$ cat src/rtl/decade_stepper_pkg.sv
package decade_stepper_pkg;

  typedef enum logic [1:0] {
    STEP_HOLD  = 2'b00,
    STEP_UP1   = 2'b01,
    STEP_UP2   = 2'b10,
    STEP_DOWN1 = 2'b11
  } step_e;

  // Active-high glyphs, bit 6 = g ... bit 0 = a; hex letters cover unused codes
  function automatic logic [6:0] glyph_hi(input logic [3:0] v);
    logic [6:0] g;
    case (v)
      4'd0:  g = 7'b0111111;
      4'd1:  g = 7'b0000110;
      4'd2:  g = 7'b1011011;
      4'd3:  g = 7'b1001111;
      4'd4:  g = 7'b1100110;
      4'd5:  g = 7'b1101101;
      4'd6:  g = 7'b1111101;
      4'd7:  g = 7'b0000111;
      4'd8:  g = 7'b1111111;
      4'd9:  g = 7'b1101111;
      4'd10: g = 7'b1110111;
      4'd11: g = 7'b1111100;
      4'd12: g = 7'b0111001;
      4'd13: g = 7'b1011110;
      4'd14: g = 7'b1111001;
      default: g = 7'b1110001;
    endcase
    return g;
  endfunction

endpackage

$ cat src/rtl/ds_step_unit.sv
module ds_step_unit
  import decade_stepper_pkg::*;
#(
  parameter int MODULUS = 10,
  localparam int W = $clog2(MODULUS)
) (
  input  logic [W-1:0] cur,
  input  step_e        sel,
  output logic [W-1:0] nxt,
  output logic         wrap_up,
  output logic         wrap_down
);

  localparam int SW = W + 1;

  // Every step becomes an upward offset below MODULUS; down-one is MODULUS-1
  function automatic logic [SW-1:0] step_offset(input step_e s);
    logic [SW-1:0] o;
    case (s)
      STEP_UP1:   o = SW'(1);
      STEP_UP2:   o = SW'(2);
      STEP_DOWN1: o = SW'(MODULUS - 1);
      default:    o = '0;
    endcase
    return o;
  endfunction

  // cur < MODULUS and offset < MODULUS, so one subtraction folds the sum
  function automatic logic [SW-1:0] fold(input logic [SW-1:0] s);
    return (s >= SW'(MODULUS)) ? s - SW'(MODULUS) : s;
  endfunction

  logic [SW-1:0] raw_sum;
  logic          over;

  always_comb begin
    raw_sum   = {1'b0, cur} + step_offset(sel);
    over      = raw_sum >= SW'(MODULUS);
    nxt       = W'(fold(raw_sum));
    wrap_up   = over && (sel != STEP_DOWN1);
    wrap_down = (sel == STEP_DOWN1) && !over;
  end

endmodule

$ cat src/rtl/ds_count_reg.sv
module ds_count_reg #(
  parameter int W = 4
) (
  input  logic         clk,
  input  logic         rst_n,
  input  logic [W-1:0] d,
  output logic [W-1:0] q
);

  always_ff @(posedge clk) begin
    if (!rst_n) q <= '0;
    else        q <= d;
  end

endmodule

$ cat src/rtl/ds_seg_encoder.sv
module ds_seg_encoder
  import decade_stepper_pkg::*;
#(
  parameter int  W          = 4,
  parameter bit  ACTIVE_LOW = 1'b1
) (
  input  logic [W-1:0] val,
  output logic [6:0]   seg
);

  logic [6:0] lit;
  always_comb lit = glyph_hi(4'(val));

  generate
    if (ACTIVE_LOW) begin : g_low
      assign seg = ~lit;
    end else begin : g_high
      assign seg = lit;
    end
  endgenerate

endmodule

$ cat src/rtl/decade_stepper.sv
module decade_stepper
  import decade_stepper_pkg::*;
#(
  parameter int MODULUS = 10,
  localparam int W = $clog2(MODULUS)
) (
  input  logic         clk,
  input  logic         rst_n,
  input  logic [1:0]   step_sel,
  output logic [W-1:0] digit,
  output logic [6:0]   seg_n
);

  step_e        sel_e;
  logic [W-1:0] next_val;
  logic         wrap_up;
  logic         wrap_down;

  assign sel_e = step_e'(step_sel);

  ds_step_unit #(.MODULUS(MODULUS)) u_step (
    .cur       (digit),
    .sel       (sel_e),
    .nxt       (next_val),
    .wrap_up   (wrap_up),
    .wrap_down (wrap_down)
  );

  ds_count_reg #(.W(W)) u_reg (
    .clk   (clk),
    .rst_n (rst_n),
    .d     (next_val),
    .q     (digit)
  );

  ds_seg_encoder #(.W(W), .ACTIVE_LOW(1'b1)) u_seg (
    .val (digit),
    .seg (seg_n)
  );

  AST_RESET_ZERO: assert property (@(posedge clk) disable iff (!rst_n)
    !$past(rst_n) |-> digit == '0);
  AST_HOLD_STABLE: assert property (@(posedge clk) disable iff (!rst_n)
    (step_sel == 2'b00) |=> $stable(digit));
  AST_UP1_STEP: assert property (@(posedge clk) disable iff (!rst_n)
    (step_sel == 2'b01) |=> digit == W'((32'($past(digit)) + 1) % MODULUS));
  AST_UP2_STEP: assert property (@(posedge clk) disable iff (!rst_n)
    (step_sel == 2'b10) |=> digit == W'((32'($past(digit)) + 2) % MODULUS));
  AST_WRAP_DOWN: assert property (@(posedge clk) disable iff (!rst_n)
    wrap_down |=> digit == W'(MODULUS - 1));
  AST_WRAP_UP_LOW: assert property (@(posedge clk) disable iff (!rst_n)
    wrap_up |=> digit < W'(2));
  AST_IN_RANGE: assert property (@(posedge clk) disable iff (!rst_n)
    digit < W'(MODULUS));
  AST_EIGHT_ALL_ON: assert property (@(posedge clk) disable iff (!rst_n)
    (digit == W'(8)) |-> seg_n == 7'h00);

endmodule

$ cat config.mk
export PLATFORM = sky130hd
export DESIGN_NAME = decade_stepper
export DESIGN_NICKNAME = d
export VERILOG_FILES = /design/src/rtl/decade_stepper_pkg.sv /design/src/rtl/ds_step_unit.sv /design/src/rtl/ds_count_reg.sv /design/src/rtl/ds_seg_encoder.sv /design/src/rtl/decade_stepper.sv
export SDC_FILE = /design/constraint.sdc
export NUM_CORES = 1
export LEC_CHECK = 0
export ABC_AREA = 1
export BUFFER_PORTS_ARGS = -buffer_cell sky130_fd_sc_hd__buf_2
export CAP_MARGIN = 20
export CORE_MARGIN = 4
export CORE_UTILIZATION = 54
export DETAILED_ROUTE_END_ITERATION = 7
export MAX_ROUTING_LAYER = met4
export PLACE_DENSITY = 0.77
export SYNTH_ARGS = -nofsm -noshare
export SYNTH_HDL_FRONTEND = slang
export SYNTH_SLANG_ARGS = --single-unit
$ cat constraint.sdc
create_clock -name clk -period 3.75 [get_ports clk]
set_input_delay 0.75 -clock clk [delete_from_list [all_inputs] [get_ports clk]]
set_output_delay 0.75 -clock clk [all_outputs]
set_load 0.05 [all_outputs]
### Word level (Yosys, flattened, before mapping)

Memories as Yosys holds them, arrays and structs flattened. A register that Yosys moved wholly into a read port is not among the register bits.
Index checks and enable logic that the tools add are counted.

| word-level totals | value |
|---|---|
| ROM bits | 112 |
| memories | 1 |
| logic and storage cells | 12 |
| bits in registers | 4 |
| input port bits | 4 |
| output and inout bits | 11 |

Memories:

| name | words | bits a word | rd ports | clocked after memory_dff | write ports | RTL line | text |
|---|---|---|---|---|---|---|---|
| (no name shown) | 16 | 7 | 1 | 1 | 0 | decade_stepper_pkg.sv:13 | `case (v)` |

| operators by class | value |
|---|---|
| add/subtract/negate cells | 2 |
| eq/ne operators | 3 |
| magnitude comparators | 1 |
| bitwise operators | 1 |
| mux-type cells | 3 |

Operators with widths:

| operator | number |
|---|---|
| $pmux W4 S3 | 1 |
| $mux W4 | 2 |
| $not A7 Y7 | 1 |
| $add A4 B4 Y5 | 1 |
| $ge A5 B4 Y1 const B | 1 |
| $eq A2 B2 Y1 const B | 2 |
| $sub A4 B4 Y4 const B | 1 |
| $eq A2 B1 Y1 const B | 1 |

### Longest topological paths before layout

Gate-level depths: netlist of the first run.

| depth | value |
|---|---|
| depth in word-level cells | 6 |
| depth in mapped cells | 20 |
| mapped depth without buffers | 20 |

### Hierarchy

From an unflattened synthesis of the first run, not the netlist that was laid out.

| second synthesis, totals | value |
|---|---|
| cell total of the unflattened synthesis | 113 |
| area, all modules | 668.1 um2 |

Modules (own cells, without submodules):

| module | cells an instance | instances | seq. area each (um2) | area an instance (um2) |
|---|---|---|---|---|
| ds_step_unit | 53 | 1 | 0.0 | 296.5 |
| ds_seg_encoder | 48 | 1 | 0.0 | 261.5 |
| ds_count_reg | 12 | 1 | 80.1 | 110.1 |

### Worst setup path before layout of the first run

Ideal clock, no wire load.

| timing | value |
|---|---|
| path type | input port to flip-flop |
| start | in step_sel[0] |
| end | reg u_seg.lit[3] (netlist name) |
| stages on the path | 19 |
| required time | 3638 ps |
| path slack | 674 ps |
| setup time | 112 ps |
| arrival | 2964 ps |
| path through | clkbuf_1 -> ha_1 -> fa_1 -> inv_1 -> nand2_1 -> nand2_1 -> inv_1 -> ha_1 -> nand2_2 -> nand2_4 -> nand3_1 -> nand2_2 -> nor2_4 -> inv_1 -> ha_1 -> nand4_1 -> nand2_1 -> nand2_1 -> nand2_1 |

| between the ends | value |
|---|---|
| cells in the longest elaborated chain, start to end | 6 |

Ends and longest elaborated chain:

| what | RTL line | text |
|---|---|---|
| start: declaration | decade_stepper.sv:9 | `input logic [1:0] step_sel,` |
| $eq A2 B2 Y1, or another cell as far along | n/a |  |
| $pmux W4 S3 (*) | ds_step_unit.sv:19 | `case (s)` |
| $add A4 B4 Y5 (*) | ds_step_unit.sv:37 | `raw_sum = {1'b0, cur} + step_offset(sel);` |
| $sub A4 B4 Y4 / $ge A5 B4 Y1 (equally long branches) | n/a |  |
| $mux W4 (*) | ds_step_unit.sv:30 | `return (s >= SW'(MODULUS)) ? s - SW'(MODULUS) : s;` |
| $mux W4 (no line) (*) | n/a |  |

Every way passes the cells marked *; elsewhere a longest branch is shown, timed or not.
A chain may end at the register's enable or synchronous reset.

### Final worst setup path of the first run

| timing | value |
|---|---|
| start | in step_sel[0] |
| end | reg u_seg.lit[3] (netlist name) |

| between the ends | value |
|---|---|
| cells in the longest elaborated chain, start to end | 6 |

Ends and longest elaborated chain:

| what | RTL line |
|---|---|
| $eq A2 B2 Y1, or another cell as far along | n/a |
| $pmux W4 S3 (*) | ds_step_unit.sv:19 |
| $add A4 B4 Y5 (*) | ds_step_unit.sv:37 |
| $sub A4 B4 Y4 / $ge A5 B4 Y1 (equally long branches) | n/a |
| $mux W4 (*) | ds_step_unit.sv:30 |
| $mux W4 (no line) (*) | n/a |

Marks and branches as above.

==> results of run 1 <==
[final cells by class]
cell class	instances	area, sq um	share of cell area
flip-flops and latches	11	220.2	0.2222
multi-input cells	81	544.3	0.5492
clock buffers	4	26.28	0.02652
repair buffers	14	70.07	0.07071
well taps	16	20.02	0.02020
inverters	28	110.1	0.1111
[through the flow]
stage               setup WS [ns]  cells  utilization  hold WS [ns]  area (sq um)
detailed placement         0.4296    150       0.6330        0.7834         964.7
global route               0.5162    154       0.6502        0.8615         991.0
global placement           0.4942    150       0.6330        0.7712         964.7
CTS                        0.7042    154       0.6502        0.7974         991.0
finish                     0.7265    154       0.6502        0.7841         991.0
floorplan                  0.6742    122            -         1.046         885.9
[cell usage in the layout (no fill, tap or decap), drive strengths merged]
cell	n
a21oi	1
buf	14
clkbuf	4
clkinv	1
dfxtp	11
fa	1
ha	11
inv	27
nand2	42
nand3	13
nand4	6
nor2	4
o21ai	3
[worst max-delay path, cell delays in order]
cell     delay (ns)
buf_2          0.11
ha_1           0.21
fa_1           0.42
inv_1          0.08
nand2_1        0.07
nand2_1        0.07
inv_1          0.07
ha_1           0.24
nand2_2        0.10
nand2_4        0.08
nand3_1        0.09
nand2_2        0.08
nor2_4         0.14
inv_1          0.10
ha_1           0.30
nand4_1        0.12
nand2_1        0.06
nand2_1        0.05
nand2_1        0.05
[state kept, by name (all words and copies together) (netlist names)]
name and cells:
u_reg.q 4, u_seg.lit 7
[cells by family after synthesis]
logic type,after synthesis,share of synthesized area
DFF,11,0.2486
buffers and inverters,30,0.1370
adders and majority gates,12,0.1780
AOI/OAI and AO/OA,4,0.03531
and+or+nand+nor,65,0.4011
[metal layers]
metal  part of all wire  track usage  vias to the layer above
met5                  0            -                        -
met4              0.012      0.06726                        0
met3              0.037      0.02147                        3
met2               0.46       0.2261                       12
met1               0.49       0.2118                      332
li1                   -            -                      407
[synth_stat cells, drive strengths merged]
master  instances
a21oi           1
dfxtp          11
nand2          42
fa              1
buf             1
nor2            4
inv            27
nand3          13
clkinv          1
nand4           6
clkbuf          1
ha             11
o21ai           3
[worst max-delay path by stage]
stage                                 endpoint  slack [ns]  cells past startpoint
after detailed placement  u_seg.lit[3]$_DFF_P_        0.43                     19
after CTS                 u_seg.lit[3]$_DFF_P_        0.70                     19
final                     u_seg.lit[3]$_DFF_P_        0.73                     19
after floorplan           u_seg.lit[3]$_DFF_P_        0.67                     19
after global placement    u_seg.lit[3]$_DFF_P_        0.49                     19
after global routing      u_seg.lit[3]$_DFF_P_        0.52                     19
==> run summary, run 1 <==
STATUS
----------------------------------------------------------------------------------------------------
Run status ............................................................................    completed

DETAILED ROUTING
----------------------------------------------------------------------------------------------------
DRT Pass-1 Iters ......................................................................            4
Routed Wire Length ....................................................................      1534 um
Detail Route Antenna Nets .............................................................            0
Via count normalized by instance count ................................................        4.896
Vias after detailed routing ...........................................................          754
Starting DRT DRC Count ................................................................            9
Average wire per cell in the routed design ............................................     9.961 um
DRC errors left .......................................................................            0

WORST SETUP PATH
----------------------------------------------------------------------------------------------------
Critical Path RT ......................................................................      3.92 ns
Arrival time of data at the critical path endpoint ....................................      3.19 ns
Critical-path maximum fanout ..........................................................            5
Startpoint of the worst register-to-register path ..................................... u_reg.q[0]$_SDFF_PN0_
Startpoint Class ......................................................................   input port
Worst flop-to-flop path endpoint ...................................................... u_seg.lit[3]$_DFF_P_
Kind of end point of the critical path ................................................    flip-flop
Startpoint of the worst setup timing path .............................................  step_sel[0]
Length in cells of the worst reg-to-reg path ..........................................           18
Internal reg-to-reg setup slack .......................................................      1.00 ns
Setup CP Type ......................................................................... input port to flip-flop

STA
----------------------------------------------------------------------------------------------------
Worst slew margin relative to its limit ...............................................       0.8219
Final hold vios .......................................................................            0
Final number of setup-violating endpoints .............................................            0
Period Utilization, post-route ........................................................       0.8063
Worst clock skew on the final layout ..................................................  0.005666 ns
Summed negative setup slack over all endpoints ........................................         0 ns
Min cycle time layout .................................................................     3.023 ns
Number of slew-limit violations in the final report ...................................            0
Fmax ..................................................................................    330.7 MHz
Worst Max-Slew Pin Slew ...............................................................    0.2690 ns
Setup repair after global routing missed its margin ...................................        false

GRT
----------------------------------------------------------------------------------------------------
Wire length of the first global-routing pass ..........................................      2973 um
Pin count of the biggest net entering global routing ..................................           11
Number of antenna violations at the first check in global routing .....................            0
Total routing usage reported by global routing ........................................       0.1546
Vias in the first global route ........................................................          694
Overflow left after global routing ....................................................            0

CLOCK TREE
----------------------------------------------------------------------------------------------------
Clock-pin slew reported for the worst setup and hold paths after clock tree synthesis .      0.07 ns
Latest clock arrival within the worst-skew pair .......................................      0.26 ns
Hold-fix buffers at CTS ...............................................................            0
Number of gates given a new drive strength after cts ..................................            0
Master cell of the clock root buffer ..................................................     clkbuf_4
Setup fix buffers added after clock tree synthesis ....................................            0
# clock sinks .........................................................................           11
TritonCTS clock tree ..................................................................        built
Cts bufs inserted .....................................................................            3
Number of buffers on the longest clock path ...........................................            2
H-Tree Level Count ....................................................................            1

FINAL LAYOUT
----------------------------------------------------------------------------------------------------
Share of cells above drive strength 1 .................................................       0.2464
Layout area overhead ..................................................................       11.86%
Ant diodes ............................................................................            0
Number of nets in the final layout ....................................................          155
Filler cells ..........................................................................          147

FLOORPLAN
----------------------------------------------------------------------------------------------------
Initial core utilization ..............................................................       0.5813
Count of standard-cell rows ...........................................................           14
Chip height ...........................................................................     48.50 um
Horizontal die dimension ..............................................................     48.50 um
Top-level port count ..................................................................           15
Area of the core region ...............................................................   1524 sq um
Full die area .........................................................................   2352 sq um

SYNTHESIS
----------------------------------------------------------------------------------------------------
Syn_area_per_cell .....................................................................  7.261 sq um
Post-synthesis cell type with the largest combined area ...............................      dfxtp_1
Synthesized Nets ......................................................................          138
Part of the Yosys area used for sequential elements ...................................       0.2486
Top-area cell type share of the netlist area ..........................................       0.2486
Count of state elements after synthesis ...............................................           11
Cell area after synthesis .............................................................  885.9 sq um
Yosys synthesis warning count .........................................................            0
Area contributors post-synth .......................................................... dfxtp_1 25%, ha_1 16%, nand2_1 15%, inv_1 11%, nand3_4 5.9%
Post-synthesis instance total .........................................................          122
Yosys cell types ......................................................................           20

PLACEMENT
----------------------------------------------------------------------------------------------------
Gpl congestion ........................................................................       0.9110
Final HPWL from detailed placement ....................................................      1264 um
IO buf count ..........................................................................           14

HOLD PATH
----------------------------------------------------------------------------------------------------
Hold Startpoint ....................................................................... u_reg.q[0]$_SDFF_PN0_
Hold path cells .......................................................................            3
Path category of the worst min-delay check ............................................ flip-flop to flip-flop
End point of the worst hold path ...................................................... u_reg.q[0]$_SDFF_PN0_

JOB
----------------------------------------------------------------------------------------------------
Max-cap violations ....................................................................            0

Power of run 1 is left out: the tool's default activity adds up to more than one toggle a clock period on the data nets, which glitch-free logic cannot reach.
==> run 2, diff against run 1 <==
- clock period: 3.75 -> 2.9 ns (I/O delays scaled with it)
==> run 2 against run 1 <==
Clock skew decreased by 0.0037 ns; critical path depth decreased by 3; sequential share of layout area decreased by 0.89 points; routed wire length increased by 1.6%; hold slack got worse by 0.070 ns; worst setup slack got worse by 0.47 ns.
==> run summary, run 2 (synthesis results as in run 1) <==
STATUS
----------------------------------------------------------------------------------------------------
Run status ............................................................................    completed   unchanged

FLOORPLAN
----------------------------------------------------------------------------------------------------
Top-level port count ..................................................................           15   unchanged
Count of standard-cell rows ...........................................................           14   unchanged
Full die area .........................................................................   2352 sq um   unchanged
Chip height ...........................................................................     48.50 um   unchanged
Initial core utilization ..............................................................       0.5813   unchanged
Area of the core region ...............................................................   1524 sq um   unchanged
Horizontal die dimension ..............................................................     48.50 um   unchanged

CLOCK TREE
----------------------------------------------------------------------------------------------------
Cts bufs inserted .....................................................................            3   unchanged
Hold-fix buffers at CTS ...............................................................            0   unchanged
H-Tree Level Count ....................................................................            1   unchanged
TritonCTS clock tree ..................................................................        built   unchanged
Master cell of the clock root buffer ..................................................     clkbuf_4   unchanged
Number of buffers on the longest clock path ...........................................            2   unchanged
Number of gates given a new drive strength after cts ..................................            0   unchanged
# clock sinks .........................................................................           11   unchanged
Clock-pin slew reported for the worst setup and hold paths after clock tree synthesis .      0.07 ns   about the same
Latest clock arrival within the worst-skew pair .......................................      0.27 ns   was 0.26 ns
Setup fix buffers added after clock tree synthesis ....................................            0   unchanged

GRT
----------------------------------------------------------------------------------------------------
Total routing usage reported by global routing ........................................       0.1543   was 0.1546
Overflow left after global routing ....................................................            0   unchanged
Wire length of the first global-routing pass ..........................................      2884 um   was 2973 um
Vias in the first global route ........................................................          708   was 694
Pin count of the biggest net entering global routing ..................................           11   unchanged
Number of antenna violations at the first check in global routing .....................            0   unchanged

POWER
----------------------------------------------------------------------------------------------------
Power density over the cells .......................................................... 1262 nW/um^2
Leakage power of the design ........................................................... 0.0006113 uW
Worst vdd rail ir drop ................................................................    0.6222 mV

STA
----------------------------------------------------------------------------------------------------
Fmax ..................................................................................    378.9 MHz
Worst clock skew on the final layout ..................................................  0.001978 ns   was 0.005666 ns
Setup repair after global routing missed its margin ...................................        false   unchanged
Final number of setup-violating endpoints .............................................            0   unchanged
Worst slew margin relative to its limit ...............................................       0.8317   was 0.8219
Worst Max-Slew Pin Slew ...............................................................    0.2543 ns   was 0.2690 ns
Min cycle time layout .................................................................     2.639 ns
Number of slew-limit violations in the final report ...................................            0   unchanged
Summed negative setup slack over all endpoints ........................................         0 ns   unchanged
Period Utilization, post-route ........................................................       0.9102
Worst hold slack ......................................................................    0.7141 ns   was 0.7841 ns
Final hold vios .......................................................................            0   unchanged

WORST SETUP PATH
----------------------------------------------------------------------------------------------------
Crit path cell chain .................................................................. buf_2 -> ha_1 -> fa_2 -> inv_1 -> ha_1 -> nand2_2 -> nand2_4 -> a21oi_2 -> nor2_4 -> buf_4 -> ha_1 -> inv_1 -> nand4_1 -> nand2_1 -> nand2_1 -> nand2_1   was buf_2 -> ha_1 -> fa_1 -> inv_1 -> nand2_1 -> nand2_1 -> inv_1 -> ha_1 -> nand2_2 -> nand2_4 -> nand3_1 -> nand2_2 -> nor2_4 -> inv_1 -> ha_1 -> nand4_1 -> nand2_1 -> nand2_1 -> nand2_1
Kind of end point of the critical path ................................................    flip-flop   unchanged
Setup CP Type ......................................................................... input port to flip-flop   unchanged
Startpoint Class ......................................................................   input port   unchanged
Critical-path maximum fanout ..........................................................            4   was 5
Critical Path RT ......................................................................      3.12 ns   was 3.92 ns
Worst path buffer plus inverter count .................................................            4   unchanged
Delay of the slowest cell on the worst path ...........................................      0.54 ns   was 0.42 ns
Crit-path slowest cell ................................................................         fa_2   was fa_1
Gate family responsible for the most delay along the worst path .......................  adder cells   unchanged
Arrival time of data at the critical path endpoint ....................................      2.86 ns   was 3.19 ns

FINAL LAYOUT
----------------------------------------------------------------------------------------------------
Share of cells above drive strength 1 .................................................       0.2867   was 0.2464
Core utilization of the finished layout ...............................................       0.6773   was 0.6502
Max FFs per register ..................................................................            7   unchanged
Most common cell after layout, fill and taps aside ....................................      nand2_1   unchanged
Layout area overhead ..................................................................       16.53%   was 11.86%
Combined area of the multi-input logic cells ..........................................  546.8 sq um   was 544.3 sq um
Number of nets in the final layout ....................................................          160   was 155
Commonest non-fill, non-tap cells in the layout ....................................... 36 x nand2_1, 25 x inv_1, 14 x buf_2   unchanged
FF/Latch Area .........................................................................  220.2 sq um   unchanged
Ant diodes ............................................................................            0   unchanged
Filler cells ..........................................................................          144   was 147
Final Instance Area ...................................................................   1032 sq um   was 991.0 sq um

PLACEMENT
----------------------------------------------------------------------------------------------------
Placed cell areas .....................................................................   1005 sq um   was 964.7 sq um
Gpl congestion ........................................................................       0.8808   was 0.9110
IO buf count ..........................................................................           14   unchanged
Final HPWL from detailed placement ....................................................      1277 um   was 1264 um

HOLD PATH
----------------------------------------------------------------------------------------------------
Path category of the worst min-delay check ............................................ input port to flip-flop   was flip-flop to flip-flop

JOB
----------------------------------------------------------------------------------------------------
Max-cap violations ....................................................................            0   unchanged

DETAILED ROUTING
----------------------------------------------------------------------------------------------------
DRT Pass-1 Iters ......................................................................            4   unchanged
Routed Wire Length ....................................................................      1559 um   was 1534 um
DRC errors left .......................................................................            0   unchanged
Starting DRT DRC Count ................................................................           11   was 9
Vias after detailed routing ...........................................................          750   was 754
Average wire per cell in the routed design ............................................     9.805 um   was 9.961 um
Via count normalized by instance count ................................................        4.717   was 4.896
Detail Route Antenna Nets .............................................................            0   unchanged

==> run 2: cell count changes in the layout (fill, tap and decap cells not counted) <==
cell	delta
buf_4	+5
clkbuf_1	-1
clkinv_2	+1
fa_1	-1
fa_2	+1
==> run 2: worst min-delay path: cells and delay by family <==
family	cells	cell delay [ns]
buffers and inverters	1	0.18
and+or+nand+nor	2	0.18
==> run 2: routing by layer <==
| layer | GRT usage | up-vias | share of wire |
|---|---|---|---|
| met4 | 0.08072 | 0 | 0.017 |
| met5 | - | - | 0 |
| met1 | 0.2011 | 317 | 0.49 |
| met2 | 0.2283 | 16 | 0.45 |
| met3 | 0.02454 | 3 | 0.040 |
| li1 | - | 414 | - |
==> run 2: final timing paths <==
kind | start | to | slack, ns | depth (start not counted)
max | step_sel[0] | u_seg.lit[3]$_DFF_P_ | 0.26 | 16
min | rst_n | u_reg.q[1]$_SDFF_PN0_ | 0.71 | 3
max reg2reg | u_reg.q[0]$_SDFF_PN0_ | u_seg.lit[3]$_DFF_P_ | 0.35 | 15
min reg2reg | u_reg.q[0]$_SDFF_PN0_ | u_reg.q[0]$_SDFF_PN0_ | 0.80 | 3
==> run 2: layout make-up <==
type,count,share of cell area
Timing Repair Buffer,19,0.1042
Sequential cell,11,0.2133
Clock inverter,1,0.004848
Clock buffer,3,0.02182
Multi-Input combinational cell,81,0.5297
Tap cell,16,0.01939
Inverter,28,0.1067
==> run 2: through the flow <==
stage          setup WS, ns  cells  total power [uW]
2_1_floorplan       0.04496    122             995.0
3_3_place_gp       -0.01079    155              1183
3_5_place_dp       -0.02270    155              1200
4_1_cts              0.2519    159              1309
5_1_grt            0.009470    159              1431
6_report             0.2605    159              1302
==> run 2: report_power, final <==
group / total (uW) / internal, uW / switching, uW / leakage (uW)
Combinational: 948 / 301 / 647 / 0.000502
Sequential: 249 / 220 / 28.7 / 0.0000920
Clock: 105 / 51.1 / 54.3 / 0.0000177
Note: power is estimated with default switching activity, not from simulation.
==> run 3, diff against run 2 <==
- PLACE_DENSITY: 0.77 -> 0.81
==> run 3 against run 2 <==
Die area unchanged; final cell count unchanged; maximum frequency down 0.11%; critical endpoint unchanged; clock skew shrank 0.0018 ns; global-route usage is 1.1 points lower; non-clock buffer count is the same; highest routed layer is now met3; power decreased by 0.75%; via count up 0.40%.
==> run summary, run 3 (synthesis results as in run 1) <==
STATUS
----------------------------------------------------------------------------------------------------
Run status ............................................................................    completed   unchanged

FINAL LAYOUT
----------------------------------------------------------------------------------------------------
Commonest non-fill, non-tap cells in the layout ....................................... 36 x nand2_1, 25 x inv_1, 14 x buf_2   unchanged
Share of cells above drive strength 1 .................................................       0.2797   was 0.2867
Layout area overhead ..................................................................       16.38%   was 16.53%
Number of nets in the final layout ....................................................          160   unchanged
Ant diodes ............................................................................            0   unchanged
Filler cells ..........................................................................          133   was 144
Most common cell after layout, fill and taps aside ....................................      nand2_1   unchanged
Max FFs per register ..................................................................            7   unchanged
Core utilization of the finished layout ...............................................       0.6765   was 0.6773
Post-layout instance count excluding filler cells .....................................          159   unchanged

STA
----------------------------------------------------------------------------------------------------
Worst clock skew on the final layout .................................................. 0.0002016 ns   was 0.001978 ns
Min cycle time layout .................................................................     2.642 ns   was 2.639 ns
Number of slew-limit violations in the final report ...................................            0   unchanged
Worst slew margin relative to its limit ...............................................       0.8333   was 0.8317
Worst Max-Slew Pin Slew ...............................................................    0.2518 ns   was 0.2543 ns
Summed negative setup slack over all endpoints ........................................         0 ns   unchanged
Final hold vios .......................................................................            0   unchanged
Setup repair after global routing missed its margin ...................................        false   unchanged
Fmax ..................................................................................    378.4 MHz   was 378.9 MHz
Period Utilization, post-route ........................................................       0.9112   was 0.9102
Final number of setup-violating endpoints .............................................            0   unchanged

GRT
----------------------------------------------------------------------------------------------------
Vias in the first global route ........................................................          694   was 708
Pin count of the biggest net entering global routing ..................................           11   unchanged
Total routing usage reported by global routing ........................................       0.1438   was 0.1543
Number of antenna violations at the first check in global routing .....................            0   unchanged
Overflow left after global routing ....................................................            0   unchanged
Wire length of the first global-routing pass ..........................................      2760 um   was 2884 um

WORST SETUP PATH
----------------------------------------------------------------------------------------------------
Setup CP Type ......................................................................... input port to flip-flop   unchanged
Critical-path maximum fanout ..........................................................            4   unchanged
Length in cells of the worst reg-to-reg path ..........................................           15   unchanged
Startpoint of the worst register-to-register path ..................................... u_reg.q[0]$_SDFF_PN0_   unchanged
Critical Path RT ......................................................................      3.06 ns   was 3.12 ns
Internal reg-to-reg setup slack .......................................................      0.37 ns   was 0.35 ns
Arrival time of data at the critical path endpoint ....................................      2.80 ns   was 2.86 ns
Worst flop-to-flop path endpoint ...................................................... u_seg.lit[3]$_DFF_P_   unchanged
Kind of end point of the critical path ................................................    flip-flop   unchanged
Startpoint Class ......................................................................   input port   unchanged

FLOORPLAN
----------------------------------------------------------------------------------------------------
Chip height ...........................................................................     48.50 um   unchanged
Initial core utilization ..............................................................       0.5813   unchanged
Top-level port count ..................................................................           15   unchanged
Area of the core region ...............................................................   1524 sq um   unchanged
Full die area .........................................................................   2352 sq um   unchanged
Count of standard-cell rows ...........................................................           14   unchanged
Horizontal die dimension ..............................................................     48.50 um   unchanged

HOLD PATH
----------------------------------------------------------------------------------------------------
End point of the worst hold path ...................................................... u_reg.q[1]$_SDFF_PN0_   unchanged
Hold Startpoint .......................................................................        rst_n   unchanged
Path category of the worst min-delay check ............................................ input port to flip-flop   unchanged
Hold path cells .......................................................................            3   unchanged

DETAILED ROUTING
----------------------------------------------------------------------------------------------------
Starting DRT DRC Count ................................................................           14   was 11
Average wire per cell in the routed design ............................................     9.113 um   was 9.805 um
Via count normalized by instance count ................................................        4.736   was 4.717
Vias after detailed routing ...........................................................          753   was 750
Routed Wire Length ....................................................................      1449 um   was 1559 um
DRC errors left .......................................................................            0   unchanged
DRT Pass-1 Iters ......................................................................            4   unchanged
Detail Route Antenna Nets .............................................................            0   unchanged

CLOCK TREE
----------------------------------------------------------------------------------------------------
Cts bufs inserted .....................................................................            3   unchanged
Number of gates given a new drive strength after cts ..................................            0   unchanged
H-Tree Level Count ....................................................................            1   unchanged
TritonCTS clock tree ..................................................................        built   unchanged
Hold-fix buffers at CTS ...............................................................            0   unchanged
Number of buffers on the longest clock path ...........................................            2   unchanged
Setup fix buffers added after clock tree synthesis ....................................            0   unchanged
Latest clock arrival within the worst-skew pair .......................................      0.26 ns   was 0.27 ns
# clock sinks .........................................................................           11   unchanged
Clock-pin slew reported for the worst setup and hold paths after clock tree synthesis .      0.06 ns   was 0.07 ns
Master cell of the clock root buffer ..................................................     clkbuf_4   unchanged

PLACEMENT
----------------------------------------------------------------------------------------------------
Gpl congestion ........................................................................       0.8589   was 0.8808
IO buf count ..........................................................................           14   unchanged
Placed insts ..........................................................................          155   unchanged
Final HPWL from detailed placement ....................................................      1241 um   was 1277 um

POWER
----------------------------------------------------------------------------------------------------
Power density over the cells .......................................................... 1254 nW/um^2   was 1262 nW/um^2
Total power of the final layout .......................................................      1292 uW   was 1302 uW
Leakage power of the design ........................................................... 0.0006086 uW   was 0.0006113 uW
Worst vdd rail ir drop ................................................................    0.5049 mV   was 0.6222 mV

JOB
----------------------------------------------------------------------------------------------------
Max-cap violations ....................................................................            0   unchanged

==> run 3: cell types whose count changed in the layout (fill, tap and decap cells not counted) <==
cell / before / now
clkbuf_1: 0 / 1
clkinv_2: 1 / 0
==> run 3: stage by stage <==
step | hold WS [ns] | setup slack, ns | cell area, sq um
global placement | 0.7643 | 0.01445 | 1005
finish | 0.7222 | 0.2575 | 1031
floorplan | 0.9203 | 0.04496 | 888.4
CTS | 0.7107 | 0.2627 | 1031
detailed placement | 0.7752 | -0.0005309 | 1005
global route | 0.7191 | 0.04969 | 1031
==> run 3: metal layers <==
metal  global-route usage  vias up  part of all wire
met4              0.06726        0                 0
met1               0.1932      314              0.51
met5                    -        -                 0
met2               0.2130       24              0.43
met3              0.01840        0             0.052
li1                     -      415                 -
==> run 3: report_power, final <==
group	switching, uW	leakage (uW)	internal (uW)
Sequential	27.1	0.0000920	220
Combinational	647	0.000502	300
Clock	44.8	0.0000150	53.1
==> run 3: cell type report <==
| class | count | area (sq um) | share of cell area |
|---|---|---|---|
| Sequential cell | 11 | 220.2 | 0.2136 |
| Timing Repair Buffer | 19 | 107.6 | 0.1044 |
| Clock buffer | 4 | 26.28 | 0.02549 |
| Tap cell | 16 | 20.02 | 0.01942 |
| Inverter | 28 | 110.1 | 0.1068 |
| Multi-Input combinational cell | 81 | 546.8 | 0.5303 |
==> run 3: worst max path at each step <==
stage,start,endpoint,depth (start not counted),slack (ns)
after floorplan,step_sel[0],u_seg.lit[3]$_DFF_P_,19,0.04
after global placement,step_sel[0],u_seg.lit[3]$_DFF_P_,16,0.01
after detailed placement,step_sel[0],u_seg.lit[3]$_DFF_P_,16,-0.0005
after CTS,step_sel[0],u_seg.lit[3]$_DFF_P_,16,0.26
after global routing,step_sel[0],u_seg.lit[3]$_DFF_P_,19,0.05
final,step_sel[0],u_seg.lit[3]$_DFF_P_,16,0.26
==> run 3: worst max-delay path: stages <==
cell and delay [ns]:
buf_2 0.12, ha_1 0.22, fa_2 0.53, inv_1 0.07, ha_1 0.21, nand2_2 0.09, nand2_4 0.06, nand3_1 0.08
nand2_2 0.07, nor2_4 0.11, inv_1 0.09, ha_1 0.30, nand4_1 0.11, nand2_1 0.06, nand2_1 0.05, nand2_1 0.05
